## src/rtl/pm_pkg.sv

```systemverilog
package pm_pkg;

    // One radix-4 recoded digit: magnitude select and sign.
    typedef struct packed {
        logic neg;
        logic one;
        logic two;
    } booth_sel_t;

    // Window {upper, middle, lower} -> digit in {-2,-1,0,+1,+2}
    function automatic booth_sel_t booth_decode(input logic [2:0] win);
        booth_sel_t s;
        s.one = win[0] ^ win[1];
        s.two = (win[2] & ~win[1] & ~win[0]) | (~win[2] & win[1] & win[0]);
        s.neg = win[2] & ~(win[1] & win[0]);
        return s;
    endfunction

    function automatic logic majority3(input logic [2:0] v);
        return (v[0] & v[1]) | (v[0] & v[2]) | (v[1] & v[2]);
    endfunction

endpackage

```

## src/rtl/pm_low_approx.sv

```systemverilog
module pm_low_approx #(
    parameter int H = 4
) (
    input  logic [H-1:0]   a_lo,
    input  logic [H-1:0]   b_lo,
    output logic [2*H-2:0] low_bits,
    output logic           top_bit,
    output logic           comp_carry
);
    localparam int NCOL = 2 * H - 1;

    logic [2:0] pair_and;

    // One OR column per product weight, no AND array summation
    for (genvar i = 0; i < NCOL; i++) begin : g_col
        always_comb begin
            logic acc;
            acc = 1'b0;
            for (int j = 0; j < H; j++) begin
                if ((i - j) >= 0 && (i - j) < H)
                    acc = acc | (a_lo[j] & b_lo[i - j]);
            end
            low_bits[i] = acc;
        end
    end

    for (genvar m = 0; m < 3; m++) begin : g_pair
        assign pair_and[m] = a_lo[H-1-m] & b_lo[H-1-m];
    end

    assign top_bit    = |pair_and;
    assign comp_carry = pm_pkg::majority3(pair_and);

endmodule

```

## src/rtl/pm_booth_digit.sv

```systemverilog
module pm_booth_digit #(
    parameter int AW = 4,
    parameter int OW = 8,
    parameter int SH = 0
) (
    input  logic [2:0]    win,
    input  logic [AW-1:0] mcand,
    output logic [OW-1:0] row,
    output logic          neg
);
    localparam int MW = AW + 1;

    pm_pkg::booth_sel_t sel;
    logic [MW-1:0] mag;
    logic [OW-1:0] mag_w;
    logic [OW-1:0] base;

    always_comb begin
        sel = pm_pkg::booth_decode(win);
        if (sel.two)
            mag = {mcand, 1'b0};
        else if (sel.one)
            mag = {1'b0, mcand};
        else
            mag = '0;
        mag_w = {{(OW-MW){1'b0}}, mag};
        // Negative rows are inverted here; the +1 goes to the correction row
        base  = sel.neg ? ~mag_w : mag_w;
        row   = base << SH;
    end

    assign neg = sel.neg;

endmodule

```

## src/rtl/pm_csa_row.sv

```systemverilog
module pm_csa_row #(
    parameter int W = 8
) (
    input  logic [W-1:0] in_x,
    input  logic [W-1:0] in_y,
    input  logic [W-1:0] in_z,
    output logic [W-1:0] sum_o,
    output logic [W-1:0] car_o
);
    logic [W-1:0] maj;

    assign sum_o = in_x ^ in_y ^ in_z;
    assign maj   = (in_x & in_y) | (in_x & in_z) | (in_y & in_z);
    assign car_o = {maj[W-2:0], 1'b0};

endmodule

```

## src/rtl/pm_cla_adder.sv

```systemverilog
module pm_cla_adder #(
    parameter int W   = 8,
    parameter int GRP = 4
) (
    input  logic [W-1:0] op_x,
    input  logic [W-1:0] op_y,
    output logic [W-1:0] sum_o
);
    localparam int NG = (W + GRP - 1) / GRP;

    logic [W-1:0] gen;
    logic [W-1:0] prp;

    assign gen = op_x & op_y;
    assign prp = op_x ^ op_y;

    always_comb begin
        logic [NG:0] gcar;
        logic        ggen;
        logic        gprp;
        logic        c;
        int          idx;
        gcar  = '0;
        sum_o = '0;
        for (int g = 0; g < NG; g++) begin
            // group generate / propagate look ahead of the in-group carries
            ggen = 1'b0;
            gprp = 1'b1;
            for (int k = 0; k < GRP; k++) begin
                idx = g * GRP + k;
                if (idx < W) begin
                    ggen = gen[idx] | (prp[idx] & ggen);
                    gprp = gprp & prp[idx];
                end
            end
            gcar[g+1] = ggen | (gprp & gcar[g]);
            c = gcar[g];
            for (int k = 0; k < GRP; k++) begin
                idx = g * GRP + k;
                if (idx < W) begin
                    sum_o[idx] = prp[idx] ^ c;
                    c = gen[idx] | (prp[idx] & c);
                end
            end
        end
    end

endmodule

```

## src/rtl/approx_split_mult.sv

```systemverilog
module approx_split_mult #(
    parameter int N = 8
) (
    input  logic [N-1:0]   a_in,
    input  logic [N-1:0]   b_in,
    output logic [2*N-1:0] prod_out
);
    localparam int H    = N / 2;
    localparam int W    = N;            // exact product width
    localparam int NDIG = H / 2 + 1;    // radix-4 digits incl. zero-extension
    localparam int BW   = 2 * NDIG + 1;
    localparam int NROW = NDIG + 2;     // digit rows + correction + compensation
    localparam int NSTG = NROW - 2;

    logic [H-1:0] a_hi, b_hi, a_lo, b_lo;
    assign a_hi = a_in[N-1:H];
    assign b_hi = b_in[N-1:H];
    assign a_lo = a_in[H-1:0];
    assign b_lo = b_in[H-1:0];

    // ---------------- inexact lower half ----------------
    logic [N-2:0] low_bits;
    logic         top_low;
    logic         comp_carry;

    pm_low_approx #(.H(H)) u_low (
        .a_lo       (a_lo),
        .b_lo       (b_lo),
        .low_bits   (low_bits),
        .top_bit    (top_low),
        .comp_carry (comp_carry)
    );

    // ---------------- exact upper half ----------------
    logic [BW-1:0]     b_ext;
    logic [NDIG-1:0]   neg_d;
    logic [NROW*W-1:0] rows_flat;
    logic [W-1:0]      corr_row;

    assign b_ext = {{(BW-H-1){1'b0}}, b_hi, 1'b0};

    for (genvar d = 0; d < NDIG; d++) begin : g_digit
        pm_booth_digit #(.AW(H), .OW(W), .SH(2*d)) u_dig (
            .win   (b_ext[2*d+2:2*d]),
            .mcand (a_hi),
            .row   (rows_flat[d*W +: W]),
            .neg   (neg_d[d])
        );
    end

    always_comb begin
        corr_row = '0;
        for (int d = 0; d < NDIG; d++)
            corr_row[2*d] = neg_d[d];
    end

    assign rows_flat[NDIG*W +: W]     = corr_row;
    assign rows_flat[(NDIG+1)*W +: W] = {{(W-1){1'b0}}, comp_carry};

    // Carry-save chain: every stage folds one more row into (sum, carry)
    logic [(NSTG+1)*W-1:0] sum_flat;
    logic [(NSTG+1)*W-1:0] car_flat;

    assign sum_flat[0 +: W] = rows_flat[0 +: W];
    assign car_flat[0 +: W] = rows_flat[W +: W];

    for (genvar s = 1; s <= NSTG; s++) begin : g_stage
        pm_csa_row #(.W(W)) u_csa (
            .in_x  (sum_flat[(s-1)*W +: W]),
            .in_y  (car_flat[(s-1)*W +: W]),
            .in_z  (rows_flat[(s+1)*W +: W]),
            .sum_o (sum_flat[s*W +: W]),
            .car_o (car_flat[s*W +: W])
        );
    end

    logic [W-1:0] upper;

    pm_cla_adder #(.W(W), .GRP(4)) u_cla (
        .op_x  (sum_flat[NSTG*W +: W]),
        .op_y  (car_flat[NSTG*W +: W]),
        .sum_o (upper)
    );

    assign prod_out = {upper, top_low, low_bits};

endmodule

```

## config.mk

```make
export PLATFORM = sky130hd
export DESIGN_NAME = approx_split_mult
export DESIGN_NICKNAME = d
export VERILOG_FILES = /design/src/rtl/pm_pkg.sv /design/src/rtl/pm_low_approx.sv /design/src/rtl/pm_booth_digit.sv /design/src/rtl/pm_csa_row.sv /design/src/rtl/pm_cla_adder.sv /design/src/rtl/approx_split_mult.sv
export SDC_FILE = /design/constraint.sdc
export NUM_CORES = 1
export LEC_CHECK = 0
export BUFFER_PORTS_ARGS = -buffer_cell sky130_fd_sc_hd__buf_2
export CORE_UTILIZATION = 26
export DETAILED_ROUTE_END_ITERATION = 8
export PLACE_DENSITY = 0.44
export SLEW_MARGIN = 0
export SYNTH_ARGS = -nofsm -noshare
export SYNTH_HDL_FRONTEND = slang
export SYNTH_HIERARCHICAL = 1
export SYNTH_SLANG_ARGS = --single-unit
export TNS_END_PERCENT = 10
```

## constraint.sdc

```tcl
create_clock -name vclk -period 13.3
set_input_delay 2.66 -clock vclk [all_inputs]
set_output_delay 2.66 -clock vclk [all_outputs]
set_load 0.01 [all_outputs]
```

## Yosys cells after proc, flatten, opt, wreduce, memory -nomap -nowiden

Cells that the tools add are included.

| storage, ports and cells | value |
|---|---|
| bits in registers | 0 |
| logic and storage cells | 96 |

| operators by class | value |
|---|---|
| mux-type cells | 7 |
| bitwise logic cells | 88 |
| reduce and logical (&&, ||, !) cells | 1 |

Operator list:

| operator | number |
|---|---|
| $and 7x7->7 | 6 |
| $or 7x7->7 | 6 |
| $xor 8x8->8 | 5 |
| $and 1x1->1 | 32 |
| $or 1x1->1 | 18 |
| $and 7x1->7 | 2 |
| $and 7x3->7 | 2 |
| $mux 4 | 3 |
| $mux 5 | 2 |
| $mux 8 | 1 |
| $not 5->8 | 1 |
| $xor 1x1->1 | 8 |
| $xor 8x1->8 | 1 |
| $xor 8x3->8 | 1 |
| $mux 6 | 1 |
| $not 5->6 | 1 |
| $not 1->1 | 5 |
| $reduce_or 3->1 | 1 |

## Longest topological paths before layout

Gate-level depths: netlist of run 1.

| depth | value |
|---|---|
| depth in word-level cells | 30 |
| gate-level depth with buffers | 16 |

## Hierarchy

Netlist of run 1, hierarchy kept.

By module, submodules not included:

| module | times used | cells an instance | area an instance (µm²) | sequential area each (µm²) |
|---|---|---|---|---|
| pm_csa_row | 3 | 10 | 175.2 | 0.0 |
| pm_booth_digit (g_digit[1].u_dig) | 1 | 36 | 264.0 | 0.0 |
| pm_booth_digit (g_digit[0].u_dig) | 1 | 35 | 260.2 | 0.0 |
| pm_booth_digit (g_digit[2].u_dig) | 1 | 35 | 252.7 | 0.0 |
| pm_cla_adder | 1 | 8 | 156.4 | 0.0 |
| pm_low_approx | 1 | 24 | 156.4 | 0.0 |
| approx_split_mult | 1 | 2 | 11.3 | 0.0 |

## Worst setup path after synthesis of run 1

No wires, ideal clock.

| timing | value |
|---|---|
| path type | input-to-output |
| start | input b_in[4] |
| end | output prod_out[15] |
| arrival time | 7.652 ns |
| data required time | 10.640 ns |
| slack | 2.988 ns |
| stages | 14 |
| cell sequence | or3b_1 > buf_2 > nand4b_1 > nand4_1 > fa_1 > fa_1 > fa_1 > fa_1 > fa_1 > fa_1 > fa_1 > fa_1 > fa_1 > xor3_1 |

| between the ends | value |
|---|---|
| elaborated cells between the ends (all ways) | 41 |

RTL lines:

| what | RTL line | text |
|---|---|---|
| start: declaration | approx_split_mult.sv:5 | `input logic [N-1:0] b_in,` |
| $not 1->1 | pm_pkg.sv:14 | `s.two = (win[2] & ~win[1] & ~win[0]) \| (~win[2] & win[1] & win[0]);` |
| $and 1x1->1 | pm_pkg.sv:14 |  |
| $mux 5 * | pm_booth_digit.sv:20 | `if (sel.two)` |
| $not 5->8 | pm_booth_digit.sv:28 | `base = sel.neg ? ~mag_w : mag_w;` |
| $mux 8 * | pm_booth_digit.sv:28 |  |
| net rows_flat[1] | approx_split_mult.sv:37 | `logic [NROW*W-1:0] rows_flat;` |
| $xor 8x8->8 * (2 in a row) | pm_csa_row.sv:12 | `assign sum_o = in_x ^ in_y ^ in_z;` |
| net sum_flat[9] | approx_split_mult.sv:61 | `logic [(NSTG+1)*W-1:0] sum_flat;` |
| (+2 left out) | -- |  |
| net sum_flat[17] | approx_split_mult.sv:61 |  |
| (+2 left out) | -- |  |
| net sum_flat[25] | approx_split_mult.sv:61 |  |
| (+6 left out) | -- |  |
| $or 1x1->1 * | pm_cla_adder.sv:32 | `ggen = gen[idx] \| (prp[idx] & ggen);` |
| $and 1x1->1 * | pm_cla_adder.sv:42 | `c = gen[idx] \| (prp[idx] & c);` |
| $or 1x1->1 * | pm_cla_adder.sv:42 |  |
| $and 1x1->1 * | pm_cla_adder.sv:42 |  |
| $or 1x1->1 * | pm_cla_adder.sv:42 |  |
| $and 1x1->1 * | pm_cla_adder.sv:42 |  |
| $or 1x1->1 * | pm_cla_adder.sv:42 |  |
| $xor 1x1->1 * | pm_cla_adder.sv:41 | `sum_o[idx] = prp[idx] ^ c;` |
| end: declaration | approx_split_mult.sv:6 | `output logic [2*N-1:0] prod_out` |

Mark *: on every way through the listed nets, which the timed path passes. The rest lies on a longest branch.

## Worst setup path in the final report of run 1

| timing | value |
|---|---|
| start | input b_in[5] |
| end | output prod_out[15] |

| between the ends | value |
|---|---|
| elaborated cells between the ends (all ways) | 52 |

RTL lines:

| what | RTL line |
|---|---|
| $and 1x1->1 | pm_pkg.sv:14 |
| $mux 5 | pm_booth_digit.sv:20 |
| $not 5->8 | pm_booth_digit.sv:28 |
| $mux 8 * | pm_booth_digit.sv:28 |
| net rows_flat[1] | approx_split_mult.sv:37 |
| $xor 8x8->8 * (2 in a row) | pm_csa_row.sv:12 |
| net sum_flat[9] | approx_split_mult.sv:61 |
| $xor 8x8->8 * | pm_csa_row.sv:12 |
| (+1 left out) | -- |
| net sum_flat[17] | approx_split_mult.sv:61 |
| (+2 left out) | -- |
| net sum_flat[25] | approx_split_mult.sv:61 |
| (+6 left out) | -- |
| $or 1x1->1 * | pm_cla_adder.sv:32 |
| $and 1x1->1 * | pm_cla_adder.sv:42 |
| $or 1x1->1 * | pm_cla_adder.sv:42 |
| $and 1x1->1 * | pm_cla_adder.sv:42 |
| $or 1x1->1 * | pm_cla_adder.sv:42 |
| $and 1x1->1 * | pm_cla_adder.sv:42 |
| $or 1x1->1 * | pm_cla_adder.sv:42 |
| $xor 1x1->1 * | pm_cla_adder.sv:41 |

Marks and branches as above.

==> flow_summary.json, run 1 <==
{
  "status": "finished, final reports clean",
  "grt_pass1_wl_um": 5800,
  "dp_hpwl_um": 2660,
  "track_usage": 0.108,
  "drive_above_1_share": 0.210,
  "max_freq_ghz": 0.0936,
  "antenna_found_initial": 0,
  "grt_pass1_vias": 1312,
  "yosysWarnings": 6,
  "worstPathArrival_ns": 8.03,
  "layout_common_cells": "conb_1 (41), buf_2 (32), fa_1 (27)",
  "powerDensity_nw_per_um2": 119,
  "required_ns": 10.64,
  "grt-ovfl-total": 0,
  "start_util": 0.272,
  "design.seq.count": 0,
  "start_kind": "input port",
  "antenna_cells": 0,
  "fin_crit_ns": 10.69,
  "synth_top_cell_by_area": "fa_1",
  "period_share": 0.804,
  "io-pin-count": 32,
  "gp_congestion": 0.749,
  "rsz0062_at_grt": "false",
  "clkbuf_count": 0,
  "final_common_cell": "conb_1",
  "post-route-drc-count": 0,
  "hold_violations": 0,
  "place_ws_ns": 2.55,
  "setup_ws_ns": 2.61,
  "synthDistinctLibCells": 31,
  "dieArea_sq_um": 6580,
  "first_pass_iters": 4,
  "wl_per_cell_um": 10.7,
  "drt-initial-drc-count": 57,
  "die_h_um": 81.1,
  "ys_seq_area_frac": 0,
  "fin_setup_tns_ns": 0,
  "cts_setup_buffers": 0,
  "p_leak_uw": 0.000806,
  "final_design_area_no_fill_sq_um": 1830,
  "hp-class": "in2out",
  "vias": 1305,
  "routed_wl_um": 3060,
  "path_class": "in2out",
  "netlist_area_sq_um": 1630,
  "die_w_um": 81.1,
  "synth_top_area_share": 0.332,
  "p_total_uw": 217,
  "core_area_sq_um": 5990,
  "regArea_sq_um": 0,
  "hold-worst-slack_ns": 5.65,
  "synth_area_leaders": "fa_1 (33%), buf_4 (9.7%), nand4b_1 (9.7%)",
  "ant_nets": 0,
  "nets": 259,
  "io_buffers": 32,
  "grt_start_max_net_pins": 15,
  "cts-resized-gates": 0,
  "worstPathMaxFanout": 14,
  "holdBufCountCts": 0,
  "syn_to_final_growth_pct": 12.4,
  "rows": 28,
  "vias_per_cell": 4.58,
  "max_cap_viol_count": 0,
  "setup_violations": 0,
  "vdd_drop_max_v": 0.000146,
  "synth_cells": 170,
  "dpl-instance-area_sq_um": 1830,
  "syn_avg_cell_area_sq_um": 9.57,
  "drv_slew": 0,
  "end_kind": "output pin"
}
## final timing paths
check | to | startpoint | depth (start not counted) | slack, ns
setup / recovery | prod_out[15] | b_in[5] | 15 | 2.61
hold / removal | prod_out[0] | b_in[0] | 3 | 5.65
## worst max-delay path, cell delays in order
cell and delay (ns):
buf_2 0.20, or3b_1 0.48, nand4b_1 0.14, nand4_1 0.13, fa_1 0.52, fa_1 0.51, fa_1 0.51, fa_1 0.45
fa_1 0.39, fa_1 0.39, fa_1 0.38, fa_1 0.39, fa_1 0.37, xor3_1 0.35, buf_2 0.15
## metrics by stage
stage                      util  cells
after floorplan               -    205
after global placement    0.305    285
after detailed placement  0.305    285
after CTS                 0.305    285
after global routing      0.305    285
final                     0.305    285
## power breakdown
group / internal [uW] / total, uW / switching, uW
registers: 0 / 0 / 0
clock network: 0 / 0 / 0
logic: 109 / 217 / 108
total: 109 / 217 / 108
## routing by layer
metal | vias to the layer above | share of wire | track usage
met5 | - | 0 | 0
met4 | 0 | 0.0079 | 0.00714
met3 | 2 | 0.035 | 0.00225
met2 | 26 | 0.53 | 0.223
met1 | 624 | 0.43 | 0.126
li1 | 653 | - | -
## cells by family (layout without fill, tap and decap cells)
family | after synthesis | after routing | share of synthesized area
compound gates | 27 | 27 | 0.131
xor+xnor | 9 | 9 | 0.0854
fa+ha+maj | 31 | 31 | 0.363
buf+inv | 31 | 36 | 0.122
other cells | 6 | 41 | 0.0138
simple gates | 66 | 66 | 0.285
## cell usage after synthesis, drive strengths merged
cell type	number
fa	27
buf	24
nand4b	18
nand2	14
nand4	13
a211o	9
o211ai	9
conb	6
xnor2	5
ha	4
inv	4
xor3	4
a22oi	3
and3b	3
clkbuf	3
nand3b	3
nor3b	3
o21ai	3
or2	3
or2b	3
or3b	3
a22o	2
and2	2
a222oi	1
nand3	1
## cell type report
class	instances	area [sq um]
Inverter	4	15.0
Tap cell	75	93.8
Fill cell	659	4160
Timing Repair Buffer	32	160
Multi-Input combinational cell	174	1560
Note: power is estimated with default switching activity, not from simulation.
==> run 2, diff against run 1 <==
--- a/config.mk
+++ b/config.mk
@@ -5,10 +5,11 @@
 export SDC_FILE = /design/constraint.sdc
 export NUM_CORES = 1
 export LEC_CHECK = 0
+export ABC_AREA = 1
 export BUFFER_PORTS_ARGS = -buffer_cell sky130_fd_sc_hd__buf_2
 export CORE_UTILIZATION = 26
 export DETAILED_ROUTE_END_ITERATION = 8
-export PLACE_DENSITY = 0.44
+export PLACE_DENSITY = 0.45
 export SLEW_MARGIN = 0
 export SYNTH_ARGS = -nofsm -noshare
 export SYNTH_HDL_FRONTEND = slang
==> constraint.sdc (replaced) <==
create_clock -name vclk -period 8.95
set_input_delay 1.79 -clock vclk [all_inputs]
set_output_delay 1.79 -clock vclk [all_outputs]
set_load 0.01 [all_outputs]
==> run 2 against run 1 <==
Effect of this change:
- sequential share of layout area unchanged
- non-clock buffer count is 4 higher
- flip-flop and latch count unchanged
- synthesized area rose by 6.8%
- cell count grew 34%
- combinational power rose by 42%
- setup slack got worse by 2.3 ns
- critical path depth rose by 4
- die area rose by 6.7%
- via count increased by 17%
- hold slack worse by 1.8 ns
- critical endpoint unchanged
- highest routed layer is now met3
==> flow_summary.json, run 2 <==
{
  "status": "finished, final reports clean",
  "ant_nets": 0,
  "synth_top_family_by_area": "simple AND/OR/NAND/NOR gates",
  "fillers": 729,
  "syn_avg_cell_area_sq_um": 6.53,
  "worstPathMaxFanout": 4,
  "dieArea_sq_um": 7010,
  "die_h_um": 83.8,
  "start_util": 0.272,
  "hold_path_depth": 4,
  "syn_to_final_growth_pct": 12.8,
  "max_cap_viol_count": 0,
  "post-route-drc-count": 0,
  "p_leak_uw": 0.00114,
  "end_kind": "output pin",
  "post-place-cells": 379,
  "synthTopCellsByCount": "nand2_1 (94), nand3_1 (46), inv_1 (39)",
  "crit_slowest_cell": "fa_1",
  "nets": 355,
  "fin_setup_tns_ns": 0,
  "crit_chain": "buf_2, ha_1, nand2_1, nand3_1, nand3_1, nand2_1, fa_1, fa_1, fa_1, fa_1, fa_1, fa_1, fa_1, fa_1, fa_1, inv_1, nand3_1, nand2_1, buf_2",
  "grt_pass1_wl_um": 5990,
  "synthXorXnorAreaFrac": 0,
  "layout_common_cells": "nand2_1 (94), nand3_1 (46), inv_1 (39)",
  "setup_violations": 0,
  "dpl-instance-area_sq_um": 1930,
  "muxShareOfSynthArea": 0,
  "grt-ovfl-total": 0,
  "worst_path_most_repeated_cell": "fa_1",
  "start_kind": "input port",
  "wl_per_cell_um": 8.35,
  "first_pass_iters": 4,
  "grt_start_max_net_pins": 12,
  "synthDistinctLibCells": 16,
  "rows": 29,
  "die_w_um": 83.8,
  "synth_cells": 266,
  "hold_violations": 0,
  "antenna_cells": 0,
  "clkbuf_count": 0,
  "max_freq_ghz": 0.116,
  "period_share": 0.961,
  "track_usage": 0.0984,
  "setup_ws_ns": 0.346,
  "worstPathArrival_ns": 6.81,
  "cp.depth": 19,
  "path_class": "in2out",
  "hp-class": "in2out",
  "io_buffers": 32,
  "io-pin-count": 32,
  "routed_wl_um": 3200,
  "synth.most_common_cell": "nand2_1",
  "rsz0062_at_grt": "false",
  "netlist_area_sq_um": 1740,
  "drv_slew": 0,
  "place_ws_ns": 0.223,
  "vias_per_cell": 3.99,
  "core_area_sq_um": 6390,
  "final_common_cell": "nand2_1",
  "layout.cells.non_filler": 383,
  "vdd_drop_max_v": 0.0000893,
  "grt_pass1_vias": 1468,
  "required_ns": 7.16,
  "path_delay_family": "adder cells",
  "cp_slowest_stage_delay_ns": 0.52,
  "synth_compound_area_frac": 0.0130,
  "vias": 1528,
  "powerDensity_nw_per_um2": 157,
  "synthAdderAreaFrac": 0.340,
  "antenna_found_initial": 0,
  "synth_simple_gate_area_frac": 0.440,
  "dp_hpwl_um": 2790,
  "drive_above_1_share": 0.209,
  "path_buf_inv": 3,
  "synth_area_leaders": "fa_1 (31%), nand2_1 (20%), nand3_1 (13%)",
  "drt-initial-drc-count": 32,
  "fin_util": 0.307,
  "synth_top_cell_by_area": "fa_1",
  "gp_congestion": 0.762,
  "regArea_sq_um": 0,
  "fin_crit_ns": 8.60,
  "synth_top_area_share": 0.311,
  "yosysWarnings": 6,
  "ys_seq_area_frac": 0,
  "design.seq.count": 0,
  "final_design_area_no_fill_sq_um": 1960
}
[run 2: changes by cell type after synthesis, sizes merged, moves of 6 or more]
cell | previous run | this run
a211o | 9 | 0
inv | 4 | 48
nand2 | 14 | 99
nand3 | 1 | 52
nand4 | 13 | 0
nand4b | 18 | 0
nor2 | 0 | 6
o211ai | 9 | 0
[run 2: cell families after synthesis]
family	after synthesis
fa+ha+maj	31
other cells	6
compound gates	3
buf+inv	69
simple gates	157
[run 2: cell type report]
class | instances | area [sq um] | area share
multi-input cells | 222 | 1490 | 0.762
inverters | 48 | 180 | 0.0919
well taps | 77 | 96.3 | 0.0491
repair buffers | 36 | 190 | 0.0970
[run 2: worst paths after layout]
kind  startpoint            to  slack [ns]
max      b_in[4]  prod_out[15]        0.35
min      b_in[0]   prod_out[0]        3.88
[run 2: metal layers]
layer / up-vias / share of wire / global-route usage
li1: 834 / - / -
met1: 662 / 0.43 / 0.116
met2: 32 / 0.52 / 0.205
met3: 0 / 0.044 / 0.00297
met4: 0 / 0 / 0
met5: - / 0 / 0
[run 2: tightest hold or removal path: stages]
cell     delay, ns
buf_2         0.11
nand2_1       0.05
inv_1         0.04
buf_2         0.11
[run 2: power breakdown]
group          switching [uW]  internal (uW)
registers                   0              0
logic                     170            139
clock network               0              0
[run 2: timing repair]
item / in CTS / in global routing
hold buffers: 0 / 0
setup buffers: 0 / 4
endpoints found under the setup margin: 0 / 1
gates resized for setup: 0 / 0
[run 2: per-stage QoR]
stage          hold slack [ns]  power (uW)
2_1_floorplan             3.75         248
3_3_place_gp              3.90         318
3_5_place_dp              3.89         318
4_1_cts                   3.89         320
5_1_grt                   3.93         367
6_report                  3.88         308
==> run 3, diff against run 2 <==
--- a/config.mk
+++ b/config.mk
@@ -7,9 +7,9 @@
 export LEC_CHECK = 0
 export ABC_AREA = 1
 export BUFFER_PORTS_ARGS = -buffer_cell sky130_fd_sc_hd__buf_2
-export CORE_UTILIZATION = 26
+export CORE_UTILIZATION = 35
 export DETAILED_ROUTE_END_ITERATION = 8
-export PLACE_DENSITY = 0.45
+export PLACE_DENSITY = 0.56
 export SLEW_MARGIN = 0
 export SYNTH_ARGS = -nofsm -noshare
 export SYNTH_HDL_FRONTEND = slang
==> run 3 against run 2 <==
Effect of this change:
- routed wire length shrank 5.7%
- cell area shrank 2.2%
- core utilization grew 9.6 points
- sequential share of layout area is the same
- critical path type unchanged
- largest cell class unchanged
- largest power group unchanged
- highest routed layer unchanged
==> flow_summary.json, run 3 (synthesis gave the netlist of run 2 again) <==
{
  "die_h_um": 72.5,
  "final_design_area_no_fill_sq_um": 1920,
  "ant_nets": 0,
  "rows": 25,
  "wl_per_cell_um": 8.17,
  "hold-worst-slack_ns": 3.89,
  "path_class": "in2out",
  "syn_to_final_growth_pct": 10.4,
  "vias": 1556,
  "core_area_sq_um": 4750,
  "post-place-cells": 369,
  "worstPathMaxFanout": 11,
  "final_common_cell": "nand2_1",
  "start_util": 0.366,
  "hold_violations": 0,
  "netSwitchingPower_uw": 169,
  "worstPathArrival_ns": 6.85,
  "hp-start": "b_in[0]",
  "drive_above_1_share": 0.199,
  "holdBufCountCts": 0,
  "cts_setup_buffers": 0,
  "grt_pass1_vias": 1404,
  "dp_hpwl_um": 2640,
  "vdd_drop_max_v": 0.0000733,
  "grt_pass1_wl_um": 5480,
  "clkPwrFrac": 0,
  "drt-initial-drc-count": 39,
  "clkbuf_count": 0,
  "fin_util": 0.403,
  "max_cap_viol_count": 0,
  "crit_slowest_cell": "fa_1",
  "status": "finished, final reports clean",
  "max_freq_ghz": 0.116,
  "period_share": 0.966,
  "powerDensity_nw_per_um2": 159,
  "fillers": 553,
  "pwr-share-seq": 0,
  "multi_input_area_sq_um": 1490,
  "die_w_um": 72.5,
  "antenna_cells": 0,
  "routed_wl_um": 3010,
  "nets": 351,
  "layout.cells.non_filler": 369,
  "dieArea_sq_um": 5250,
  "gp_congestion": 0.823,
  "fin_setup_tns_ns": 0,
  "regArea_sq_um": 0,
  "design.seq.count": 0,
  "setup_violations": 0,
  "end_kind": "output pin",
  "hold_path_depth": 4,
  "rsz0062_at_grt": "false",
  "hp-class": "in2out",
  "required_ns": 7.16,
  "switching_share": 0.554,
  "track_usage": 0.124,
  "cts-resized-gates": 0,
  "first_pass_iters": 4,
  "antenna_found_initial": 0,
  "io-pin-count": 32,
  "critPathCapture": "prod_out[15]",
  "vias_per_cell": 4.22,
  "start_kind": "input port",
  "fin_crit_ns": 8.64,
  "cp_slowest_stage_delay_ns": 0.52,
  "drv_slew": 0,
  "p_leak_uw": 0.00112,
  "dpl-instance-area_sq_um": 1920,
  "io_buffers": 32,
  "grt-ovfl-total": 0,
  "crit_chain": "buf_2, inv_2, nor2_4, inv_2, nand3_1, nand2_1, fa_1, fa_1, fa_1, fa_1, fa_1, fa_1, fa_1, fa_1, fa_1, inv_1, nand3_1, nand2_1, buf_2",
  "grt_start_max_net_pins": 12,
  "comb_power_share": 1.000,
  "startpoint": "b_in[5]",
  "layout_common_cells": "nand2_1 (94), nand3_1 (46), inv_1 (39)",
  "post-route-drc-count": 0,
  "worst_path_most_repeated_cell": "fa_1",
  "p_int_uw": 136
}
==> run 3: cell count changes in the layout (fill, tap and decap cells not counted), sizes merged <==
cell / delta
buf: -4
==> run 3: critical path: cells and delay by family <==
family | cells | cell delay (ns)
fa+ha+maj | 9 | 3.90
simple gates | 5 | 0.59
buf+inv | 5 | 0.55
==> run 3: layout make-up <==
class,count,area share
tap,67,0.0437
inverter,48,0.0939
multi-input combinational,222,0.779
timing repair buffer,32,0.0835
==> run 3: how the worst min path moves through the flow <==
stage             endpoint
2_1_floorplan  prod_out[0]
3_5_place_dp   prod_out[0]
4_1_cts        prod_out[0]
6_report       prod_out[0]
5_1_grt        prod_out[0]
3_3_place_gp   prod_out[0]
==> run 3: layer usage <==
metal  GRT usage  wire (um)
met1       0.145       1310
met2       0.263       1630
met3           0         74
met4     0.00218          0
met5           0          0
==> run 3: through the flow <==
step | worst slack, ns | total power (uW)
after detailed placement | 0.240 | 315
after global placement | 0.313 | 311
after global routing | 0.0790 | 359
after CTS | 0.239 | 316
after floorplan | 0.678 | 248
final | 0.309 | 305
==> run 3: power groups by stage <==
stage               Sequential (uW)  Clock [uW]  Combinational [uW]
floorplan                         0           0                 248
global placement                  0           0                 311
detailed placement                0           0                 315
global route                      0           0                 359
finish                            0           0                 305
CTS                               0           0                 316
